### src/rtl/aux_sysctl_pkg.sv
package aux_sysctl_pkg;
  localparam int NREG = 7;

  // region select indices
  localparam int RG_CFG    = 0;
  localparam int RG_DIAG   = 1;
  localparam int RG_MODEM  = 2;
  localparam int RG_LED    = 3;
  localparam int RG_SYSCTL = 4;
  localparam int RG_AUX1   = 5;
  localparam int RG_AUX2   = 6;

  typedef enum logic [1:0] {
    SZ_BYTE = 2'd0,
    SZ_HALF = 2'd1,
    SZ_WORD = 2'd2
  } acc_size_e;

  localparam int CFG_PIE_BIT  = 3;
  localparam int AUX1_TC_BIT  = 1;
  localparam int AUX2_OFF_BIT = 0;
  localparam int AUX2_CLR_BIT = 1;
  localparam int AUX2_PF_BIT  = 5;
  localparam int SYS_CMD_BIT  = 0;
  localparam logic [7:0] SYS_STAT_CODE = 8'h02;

  function automatic logic [1:0] region_size(input int idx);
    case (idx)
      RG_LED:    return SZ_HALF;
      RG_SYSCTL: return SZ_WORD;
      default:   return SZ_BYTE;
    endcase
  endfunction

  function automatic logic [7:0] aux1_store(input logic [7:0] d);
    logic [7:0] v;
    v = d;
    v[AUX1_TC_BIT] = 1'b0;
    return v;
  endfunction

  function automatic logic [7:0] aux2_after_write(input logic [7:0] d, input logic pf_old);
    logic [7:0] v;
    v = '0;
    v[AUX2_OFF_BIT] = d[AUX2_OFF_BIT];
    v[AUX2_CLR_BIT] = d[AUX2_CLR_BIT];
    v[AUX2_PF_BIT]  = pf_old;
    if (d[AUX2_CLR_BIT]) begin
      v = '0;
      v[AUX2_OFF_BIT] = d[AUX2_OFF_BIT];
    end
    return v;
  endfunction
endpackage

### src/rtl/aux_bus_decode.sv
module aux_bus_decode
  import aux_sysctl_pkg::*;
#(
  parameter int AW = 2
) (
  input  logic            req_valid,
  input  logic            req_write,
  input  logic [NREG-1:0] req_sel,
  input  logic [AW-1:0]   req_addr,
  input  logic [1:0]      req_size,
  input  logic            soft_rst,
  output logic [NREG-1:0] wr_hit,
  output logic [NREG-1:0] rd_hit
);
  logic common_ok;
  assign common_ok = req_valid && !soft_rst && $onehot(req_sel) && (req_addr == '0);

  for (genvar i = 0; i < NREG; i++) begin : g_hit
    logic sel_ok;
    assign sel_ok    = common_ok && req_sel[i] && (req_size == region_size(i));
    assign wr_hit[i] = sel_ok && req_write;
    assign rd_hit[i] = sel_ok && !req_write;
  end
endmodule

### src/rtl/aux_pwr_ctrl.sv
module aux_pwr_ctrl
  import aux_sysctl_pkg::*;
(
  input  logic       clk,
  input  logic       rst_n,
  input  logic       soft_rst,
  input  logic       pwr_failing,
  input  logic [7:0] cfg_q,
  input  logic       aux2_wr,
  input  logic [7:0] wdata,
  output logic [7:0] aux2_q,
  output logic       pf_event,
  output logic       pf_irq,
  output logic       shutdown_req
);
  logic       pf_prev;
  logic [7:0] aux2_next;

  assign pf_event = (pwr_failing != pf_prev);

  always_comb begin
    aux2_next = aux2_q;
    if (aux2_wr) aux2_next = aux2_after_write(wdata, aux2_q[AUX2_PF_BIT]);
    if (pf_event) aux2_next[AUX2_PF_BIT] = pwr_failing & cfg_q[CFG_PIE_BIT];
  end

  always_ff @(posedge clk or negedge rst_n) begin
    if (!rst_n) begin
      pf_prev      <= 1'b0;
      aux2_q       <= '0;
      shutdown_req <= 1'b0;
    end else begin
      pf_prev      <= pwr_failing;
      shutdown_req <= aux2_wr && wdata[AUX2_OFF_BIT];
      if (soft_rst) aux2_q <= '0;
      else          aux2_q <= aux2_next;
    end
  end

  assign pf_irq = aux2_q[AUX2_PF_BIT] & cfg_q[CFG_PIE_BIT];
endmodule

### src/rtl/aux_reg_file.sv
module aux_reg_file
  import aux_sysctl_pkg::*;
#(
  parameter int DW    = 32,
  parameter int LED_W = 16
) (
  input  logic            clk,
  input  logic            rst_n,
  input  logic            soft_rst,
  input  logic [NREG-1:0] wr_hit,
  input  logic [NREG-1:0] rd_hit,
  input  logic [DW-1:0]   wdata,
  input  logic [7:0]      aux2_q,
  output logic [7:0]      cfg_q,
  output logic [7:0]      diag_q,
  output logic [7:0]      modem_q,
  output logic [7:0]      aux1_q,
  output logic [LED_W-1:0] led_q,
  output logic [7:0]      sysctl_q,
  output logic            tc_pulse,
  output logic            reset_req,
  output logic [DW-1:0]   rd_data
);
  logic [DW-1:0] rd_vals [NREG];
  logic [DW-1:0] rd_next;

  always_comb begin
    rd_vals[RG_CFG]    = DW'(cfg_q);
    rd_vals[RG_DIAG]   = DW'(diag_q);
    rd_vals[RG_MODEM]  = DW'(modem_q);
    rd_vals[RG_LED]    = DW'(led_q);
    rd_vals[RG_SYSCTL] = DW'(sysctl_q);
    rd_vals[RG_AUX1]   = DW'(aux1_q);
    rd_vals[RG_AUX2]   = DW'(aux2_q);
  end

  always_comb begin
    rd_next = '0;
    for (int i = 0; i < NREG; i++) begin
      if (rd_hit[i]) rd_next = rd_next | rd_vals[i];
    end
  end

  always_ff @(posedge clk or negedge rst_n) begin
    if (!rst_n) begin
      cfg_q     <= '0;
      diag_q    <= '0;
      modem_q   <= '0;
      aux1_q    <= '0;
      led_q     <= '0;
      sysctl_q  <= '0;
      tc_pulse  <= 1'b0;
      reset_req <= 1'b0;
      rd_data   <= '0;
    end else begin
      rd_data   <= rd_next;
      tc_pulse  <= wr_hit[RG_AUX1] && wdata[AUX1_TC_BIT];
      reset_req <= wr_hit[RG_SYSCTL] && wdata[SYS_CMD_BIT];
      if (soft_rst) begin
        cfg_q   <= '0;
        modem_q <= '0;
        aux1_q  <= '0;
      end else begin
        if (wr_hit[RG_CFG])   cfg_q   <= wdata[7:0];
        if (wr_hit[RG_DIAG])  diag_q  <= wdata[7:0];
        if (wr_hit[RG_MODEM]) modem_q <= wdata[7:0];
        if (wr_hit[RG_LED])   led_q   <= wdata[LED_W-1:0];
        if (wr_hit[RG_AUX1])  aux1_q  <= aux1_store(wdata[7:0]);
        if (wr_hit[RG_SYSCTL] && wdata[SYS_CMD_BIT]) sysctl_q <= SYS_STAT_CODE;
      end
    end
  end
endmodule

### src/rtl/aux_sysctl_regs.sv
module aux_sysctl_regs
  import aux_sysctl_pkg::*;
#(
  parameter int DW = 32,
  parameter int AW = 2
) (
  input  logic            clk,
  input  logic            rst_n,
  input  logic            soft_rst,
  input  logic            req_valid,
  input  logic            req_write,
  input  logic [NREG-1:0] req_sel,
  input  logic [AW-1:0]   req_addr,
  input  logic [1:0]      req_size,
  input  logic [DW-1:0]   req_wdata,
  output logic [DW-1:0]   rd_data,
  input  logic            pwr_failing,
  output logic            pf_irq,
  output logic            tc_pulse,
  output logic            shutdown_req,
  output logic            reset_req
);
  localparam int LED_W = 16;

  // named internal events for the checker
  logic [NREG-1:0]  wr_hit;
  logic [NREG-1:0]  rd_hit;
  logic             pf_event;
  logic [7:0]       cfg_q, diag_q, modem_q, aux1_q, aux2_q, sysctl_q;
  logic [LED_W-1:0] led_q;

  aux_bus_decode #(.AW(AW)) u_dec (
    .req_valid (req_valid),
    .req_write (req_write),
    .req_sel   (req_sel),
    .req_addr  (req_addr),
    .req_size  (req_size),
    .soft_rst  (soft_rst),
    .wr_hit    (wr_hit),
    .rd_hit    (rd_hit)
  );

  aux_reg_file #(.DW(DW), .LED_W(LED_W)) u_regs (
    .clk       (clk),
    .rst_n     (rst_n),
    .soft_rst  (soft_rst),
    .wr_hit    (wr_hit),
    .rd_hit    (rd_hit),
    .wdata     (req_wdata),
    .aux2_q    (aux2_q),
    .cfg_q     (cfg_q),
    .diag_q    (diag_q),
    .modem_q   (modem_q),
    .aux1_q    (aux1_q),
    .led_q     (led_q),
    .sysctl_q  (sysctl_q),
    .tc_pulse  (tc_pulse),
    .reset_req (reset_req),
    .rd_data   (rd_data)
  );

  aux_pwr_ctrl u_pwr (
    .clk          (clk),
    .rst_n        (rst_n),
    .soft_rst     (soft_rst),
    .pwr_failing  (pwr_failing),
    .cfg_q        (cfg_q),
    .aux2_wr      (wr_hit[RG_AUX2]),
    .wdata        (req_wdata[7:0]),
    .aux2_q       (aux2_q),
    .pf_event     (pf_event),
    .pf_irq       (pf_irq),
    .shutdown_req (shutdown_req)
  );
endmodule

### config.mk
export PLATFORM = sky130hd
export DESIGN_NAME = aux_sysctl_regs
export DESIGN_NICKNAME = d
export VERILOG_FILES = /design/src/rtl/aux_sysctl_pkg.sv /design/src/rtl/aux_bus_decode.sv /design/src/rtl/aux_pwr_ctrl.sv /design/src/rtl/aux_reg_file.sv /design/src/rtl/aux_sysctl_regs.sv
export SDC_FILE = /design/constraint.sdc
export NUM_CORES = 1
export LEC_CHECK = 0
export CORE_MARGIN = 2
export CORE_UTILIZATION = 45
export CTS_CLUSTER_DIAMETER = 40
export DETAILED_ROUTE_END_ITERATION = 8
export PLACE_DENSITY = 0.83
export SLEW_MARGIN = 20
export SYNTH_ARGS = -nofsm -noshare
export SYNTH_HDL_FRONTEND = slang
export SYNTH_SLANG_ARGS = --single-unit
### constraint.sdc
create_clock -name clk -period 1.3 [get_ports clk]
set_clock_uncertainty 0.1 [all_clocks]
set_input_delay 0.325 -clock clk [delete_from_list [all_inputs] [get_ports clk]]
set_output_delay 0.325 -clock clk [all_outputs]
set_load 0.01 [all_outputs]
**Word-level counts from Yosys, hierarchy flattened**

Cells that the tools add are included.

- Flip-flop bits (word level): 93
- Input bits: 49
- Word-level logic and storage cells: 97

- Add/sub/neg operators: 6
- Eq/ne operators: 4
- Multiplexer cells: 17
- Bitwise operators: 9
- Reduce and logical (&&, ||, !) cells: 48

Operators by type and width:

| kind | number |
|---|---|
| $mux W32 | 6 |
| $or A32 B8 Y32 | 3 |
| $mux W8 | 9 |
| $logic_and A1 B1 Y1 | 34 |
| $or A32 B16 Y32 | 1 |
| $or A32 B2 Y32 | 1 |
| $or A8 B8 Y8 | 1 |
| $reduce_and A2 Y1 | 4 |
| $reduce_bool A2 Y1 | 4 |
| $add A1 B1 Y2 | 3 |
| $add A3 B3 Y3 | 2 |
| $mux W6 | 1 |
| $reduce_bool A3 Y1 | 2 |
| $logic_not A2 Y1 | 2 |
| $add A3 B1 Y3 | 1 |
| $eq A3 B1 Y1 const B | 1 |
| $and A1 B1 Y1 | 2 |
| $eq A2 B1 Y1 const B | 1 |
| $eq A2 B2 Y1 const B | 1 |
| $logic_not A1 Y1 | 2 |
| $mux W1 | 1 |
| $ne A1 B1 Y1 | 1 |
| $not A1 Y1 | 1 |

**Logic depth before layout (Yosys ltp)**

- Depth in word-level cells: 22
- Mapped depth: 10

**Modules after synthesis**

A second synthesis with hierarchy kept.

- Cell total of the unflattened synthesis: 284
- Area, all modules: 3,448.3 µm²

By module, submodules not included:

| module | times used | cells an instance | area an instance (µm²) | seq. area each (µm²) |
|---|---|---|---|---|
| aux_reg_file | 1 | 221 | 2,869.0 | 1,651.6 |
| aux_bus_decode | 1 | 40 | 364.1 | 0.0 |
| aux_pwr_ctrl | 1 | 23 | 215.2 | 100.1 |

**Worst setup path after synthesis**

OpenSTA, ideal clock, no wires.

- Path type: input to register
- Start point: input port req_sel[4]
- End point: register u_regs.led_q[10]
- Data arrival time: 3,356 ps
- Setup slack: -2,281 ps
- Stages on the path: 10
- Path buffers: 1
- Path through: ha_1 -> inv_1 -> fa_1 -> inv_1 -> ha_1 -> fa_1 -> or4b_4 -> nor4_4 -> buf_6 -> mux2_2

- Word-level cells in the longest chain between the ends: 10

RTL lines:

| what | RTL line | text |
|---|---|---|
| from (decl) | aux_sysctl_regs.sv:12 | `input logic [NREG-1:0] req_sel,` |
| $add A1 B1 Y2 (not written as such) | aux_bus_decode.sv:16 | `assign common_ok = req_valid && !soft_rst && $onehot(req_sel) && (req_addr == '0);` |
| $add A3 B1 Y3 (not written as such) | aux_bus_decode.sv:16 |  |
| $add A3 B3 Y3 (not written as such) | aux_bus_decode.sv:16 |  |
| $eq A3 B1 Y1 | aux_bus_decode.sv:16 |  |
| $logic_and A1 B1 Y1 (2 in a row) | aux_bus_decode.sv:16 |  |
| $logic_and A1 B1 Y1 (2 in a row) | aux_bus_decode.sv:20 | `assign sel_ok = common_ok && req_sel[i] && (req_size == region_size(i));` |
| $logic_and A1 B1 Y1 | aux_bus_decode.sv:21 | `assign wr_hit[i] = sel_ok && req_write;` |
| $reduce_and A2 Y1 (no line) | -- |  |
| to (signal assigned) | aux_reg_file.sv:67 | `if (wr_hit[RG_LED]) led_q <= wdata[LED_W-1:0];` |
| to (decl) | aux_reg_file.sv:18 | `output logic [LED_W-1:0] led_q,` |

Every way passes these cells.
A chain may end at the register's enable or synchronous reset.

**Worst setup path in the final report**

- Start point: input port req_sel[5]
- End point: register u_regs.diag_q[2]

- Word-level cells in the longest chain between the ends: 10

RTL lines:

| what | RTL line | text |
|---|---|---|
| $add A1 B1 Y2 (not written as such) | aux_bus_decode.sv:16 |  |
| $add A3 B1 Y3 (not written as such) | aux_bus_decode.sv:16 |  |
| $add A3 B3 Y3 (not written as such) | aux_bus_decode.sv:16 |  |
| $eq A3 B1 Y1 | aux_bus_decode.sv:16 |  |
| $logic_and A1 B1 Y1 (2 in a row) | aux_bus_decode.sv:16 |  |
| $logic_and A1 B1 Y1 (2 in a row) | aux_bus_decode.sv:20 |  |
| $logic_and A1 B1 Y1 | aux_bus_decode.sv:21 |  |
| $reduce_and A2 Y1 (no line) | -- |  |
| to (signal assigned) | aux_reg_file.sv:65 | `if (wr_hit[RG_DIAG]) diag_q <= wdata[7:0];` |
| to (decl) | aux_reg_file.sv:15 | `output logic [7:0] diag_q,` |

Every way passes these cells.

==> metrics.txt <==
Worst R2R Path Depth 5; sequential area share after synthesis between 50 and 60%; Hold/Removal Path Class input pin to async pin; leading post-synthesis cells by cell area sky130_fd_sc_hd__dfrtp_1 (52%), sky130_fd_sc_hd__mux2_2 (8.1%), sky130_fd_sc_hd__mux2i_1 (7.2%), sky130_fd_sc_hd__nand2_1 (4.6%), sky130_fd_sc_hd__buf_4 (3.6%); post-route total power roughly 5 mW; diode insertion count for antenna repair 0; Most used DFF post-synth sky130_fd_sc_hd__dfrtp_1; clk root buf sky130_fd_sc_hd__clkbuf_8; post-route minimum period 3.10 ns; Max IR drop VDD 0.721 mV; aggregate global routing overflow 0; Clock transition at path regs roughly 0.080 ns; Die Width around 90 µm; Yosys warning count 0; RePlAce Congestion between 0.8 and 0.9; net count reported at finish 436; Leak Pwr 2.31 nW; CORE AREA about 7200 µm²; CP Capture Point u_regs.diag_q[2]$_DFFE_PN0P_; power density cells 1100 nW/µm²; Area growth syn-to-layout 39.9%; headroom to the max-slew limit between 60% and 70%; CP startpoint req_sel[5]; CTS H-tree lvls 3; result of the run complete, but fails checks; smallest setup slack after layout -1.80 ns; 1st-iter DRT viols about 220; IO Port Bufs 52; Worst Path Required between 1 and 1.5 ns; fill cell count 548; final hold violations 0; worst setup path category input pin to flop; Avg Cell Area, Syn around 12 µm²; die height ~90 µm; total global routing track utilization 21.6%; pre-CTS worst setup slack -2.57 ns; Setup Viol. Count Final 70; average wire per cell in the routed design about 18 µm; reported max-cap violation count 0; minimum setup slack among reg-to-reg paths -0.11 ns; remaining number of nets flagged by the antenna check after routing 0; type of origin of the critical path input pin; placement row count 31; post-synthesis instance total 288; Post-synth EDFFs 0; synthesized area between 3000 and 4000 µm²; worst hold margin between 0.2 and 0.3 ns; Final Routed Wirelength around 8.5 mm; Top Ports 85; summed area of non-filler cells in the final layout 4690 µm²; initial standard-cell utilization of the core 46.5%; Post-Place Cells between 400 and 500; area share of the leading cell type in the synthesized netlist a little over half; fraction of layout cells with a size suffix above 1 35.8%; post-detailed-route via-to-cell ratio between 5 and 6; Cell Area, Placed 4270 µm²; most area-hungry cell type in the Yosys netlist sky130_fd_sc_hd__dfrtp_1; post-layout instance count excluding filler cells a little under 500; destination of the worst register-to-register timing path u_regs.rd_data[5]$_DFF_PN0_; CTS tree built; number of global-route vias before repair approximately 2700; number of detailed-route iterations in the first pass 4; Final Max Tran Viols 0; RSZ-0062 raised after global routing true; setup TNS -106.42 ns; Worst Tran Pin Value approximately 0.5 ns; synthesis-stage register bit count 70; count of clock tree sinks 70; floorplan die area ~8200 µm²; Synth async-reset ratio 100%; Max Freq between 0.3 and 0.4 GHz; share of the cycle needed by the critical path after routing 238%; TritonCTS Buffers 9; DRC viols 0; arrival time of data at the critical path endpoint around 3.2 ns; violated checks setup timing; maximum number of pins on one net before global-route repair 34; number of buffers on the longest clock path 2; core utilization of the finished layout around two thirds; first-pass GRT wire length about 14 mm; detailed placer's ending HPWL ~5.7 mm; Setup crit end kind flop; largest fanout on the critical path 8; reg2reg start u_pwr.aux2_q[5]$_DFFE_PN0P_; distinct cell type count after synthesis 37; via count roughly 2600; clock insertion delay at the later pin of the skew report between 0.3 and 0.4 ns; initial antenna violation count 0
-- registers in the layout (all words and copies together), names as in the netlist --
signal and count:
u_pwr.pf_prev 1, u_pwr.shutdown_req 1, u_regs.tc_pulse 1, u_regs.led_q 16
u_regs.diag_q 8, u_regs.rd_data 16, u_regs.cfg_q 8, u_regs.aux1_q 7
u_regs.sysctl_q 1, u_pwr.aux2_q 2, u_regs.reset_req 1, u_regs.modem_q 8
-- kinds of logic after synthesis --
| kind of cell | share of synthesized area (%) |
|---|---|
| buffers and inverters | 6.83 |
| AOI/OAI and AO/OA | 7.05 |
| and+or+nand+nor | 14.4 |
| DFF | 52.3 |
| other | 0.112 |
| muxes | 15.2 |
| adders and majority gates | 3.28 |
| xor gates and xnor gates | 0.784 |
-- routing by layer --
metal	track usage [%]	share of wire (%)	vias to the layer above
li1	-	-	1154
met1	27.8	41	1295
met2	36.1	51	109
met3	5.43	7.1	11
met4	7.05	1.3	0
met5	0	0	-
-- worst max-delay path, cell delays in order --
cell and delay, ns:
sky130_fd_sc_hd__buf_6 0.10, sky130_fd_sc_hd__ha_4 0.25, sky130_fd_sc_hd__inv_2 0.03, sky130_fd_sc_hd__fa_1 0.49, sky130_fd_sc_hd__inv_1 0.04, sky130_fd_sc_hd__ha_2 0.16
sky130_fd_sc_hd__fa_1 0.46, sky130_fd_sc_hd__or4b_4 0.53, sky130_fd_sc_hd__buf_6 0.14, sky130_fd_sc_hd__nor4_4 0.18, sky130_fd_sc_hd__buf_12 0.18, sky130_fd_sc_hd__mux2_2 0.34
-- Yosys cell counts (2+ instances only) --
| cell | number |
|---|---|
| sky130_fd_sc_hd__dfrtp_1 | 70 |
| sky130_fd_sc_hd__nand2_1 | 41 |
| sky130_fd_sc_hd__mux2_2 | 24 |
| sky130_fd_sc_hd__mux2i_1 | 24 |
| sky130_fd_sc_hd__buf_4 | 16 |
| sky130_fd_sc_hd__clkbuf_1 | 13 |
| sky130_fd_sc_hd__inv_1 | 13 |
| sky130_fd_sc_hd__a22o_1 | 10 |
| sky130_fd_sc_hd__and2_1 | 9 |
| sky130_fd_sc_hd__a21oi_1 | 7 |
| sky130_fd_sc_hd__nand4_1 | 6 |
| sky130_fd_sc_hd__o21ai_0 | 6 |
| sky130_fd_sc_hd__nor4bb_1 | 5 |
| sky130_fd_sc_hd__ha_1 | 4 |
| sky130_fd_sc_hd__nand3b_1 | 4 |
| sky130_fd_sc_hd__nor2_1 | 4 |
| sky130_fd_sc_hd__a222oi_1 | 3 |
| sky130_fd_sc_hd__and4_1 | 3 |
| sky130_fd_sc_hd__fa_1 | 3 |
| sky130_fd_sc_hd__a21o_1 | 2 |
| sky130_fd_sc_hd__a22oi_1 | 2 |
| sky130_fd_sc_hd__nor2b_1 | 2 |
| sky130_fd_sc_hd__nor4_4 | 2 |
| sky130_fd_sc_hd__xor2_1 | 2 |
-- report_power, final --
group / internal, mW / switching (mW)
clock network: 1.30 / 0.916
registers: 2.21 / 0.0217
logic: 0.335 / 0.348
total: 3.85 / 1.29
-- worst min path at each step --
stage / slack, ns / end / from
floorplan: -0.07 / u_pwr.aux2_q[0]$_DFFE_PN0P_ / rst_n
finish: 0.29 / u_regs.cfg_q[5]$_DFFE_PN0P_ / rst_n
CTS: 0.28 / u_regs.rd_data[13]$_DFF_PN0_ / rst_n
global placement: 0.13 / u_regs.reset_req$_DFF_PN0_ / rst_n
global route: 0.30 / u_regs.reset_req$_DFF_PN0_ / rst_n
detailed placement: 0.13 / u_regs.rd_data[13]$_DFF_PN0_ / rst_n
-- repair_timing --
action / 4_1_cts / 5_1_grt
setup endpoints to repair: 89 / 84
buffers inserted: 5 / 4
cloned: 1 / 0
pin swaps: 23 / 6
hold endpoints to repair: 9 / 0
hold buffers: 1 / 0
resized for setup: 142 / 12
-- area by class of cell --
cell class	count	area (µm²)	share of cell area, %
clock inverter	7	128	2.72
tap	99	124	2.64
inverter	13	48.8	1.04
multi-input combinational	190	1630	34.8
timing repair buffer	96	880	18.8
clock buffer	9	124	2.64
sequential	70	1750	37.4
-- placed cells by master (no fill, tap or decap), drive strengths merged, types with 2 or more instances in the layout --
| cell type | netlist | layout |
|---|---|---|
| a21o | 2 | 2 |
| a21oi | 7 | 7 |
| a222oi | 3 | 3 |
| a22o | 10 | 10 |
| a22oi | 2 | 2 |
| and2 | 9 | 9 |
| and4 | 3 | 3 |
| buf | 17 | 67 |
| bufinv | 0 | 3 |
| clkbuf | 13 | 10 |
| clkdlybuf4s50 | 0 | 24 |
| conb | 1 | 16 |
| dfrtp | 70 | 70 |
| dlygate4sd2 | 0 | 3 |
| fa | 3 | 3 |
| ha | 4 | 4 |
| inv | 13 | 16 |
| mux2 | 24 | 24 |
| mux2i | 24 | 24 |
| nand2 | 41 | 41 |
| nand3b | 4 | 4 |
| nand4 | 6 | 6 |
| nor2 | 4 | 4 |
| nor2b | 2 | 2 |
| nor4 | 2 | 2 |
| nor4bb | 5 | 5 |
| o21ai | 6 | 6 |
| xor2 | 2 | 2 |
(Power assumes the default switching activity.)
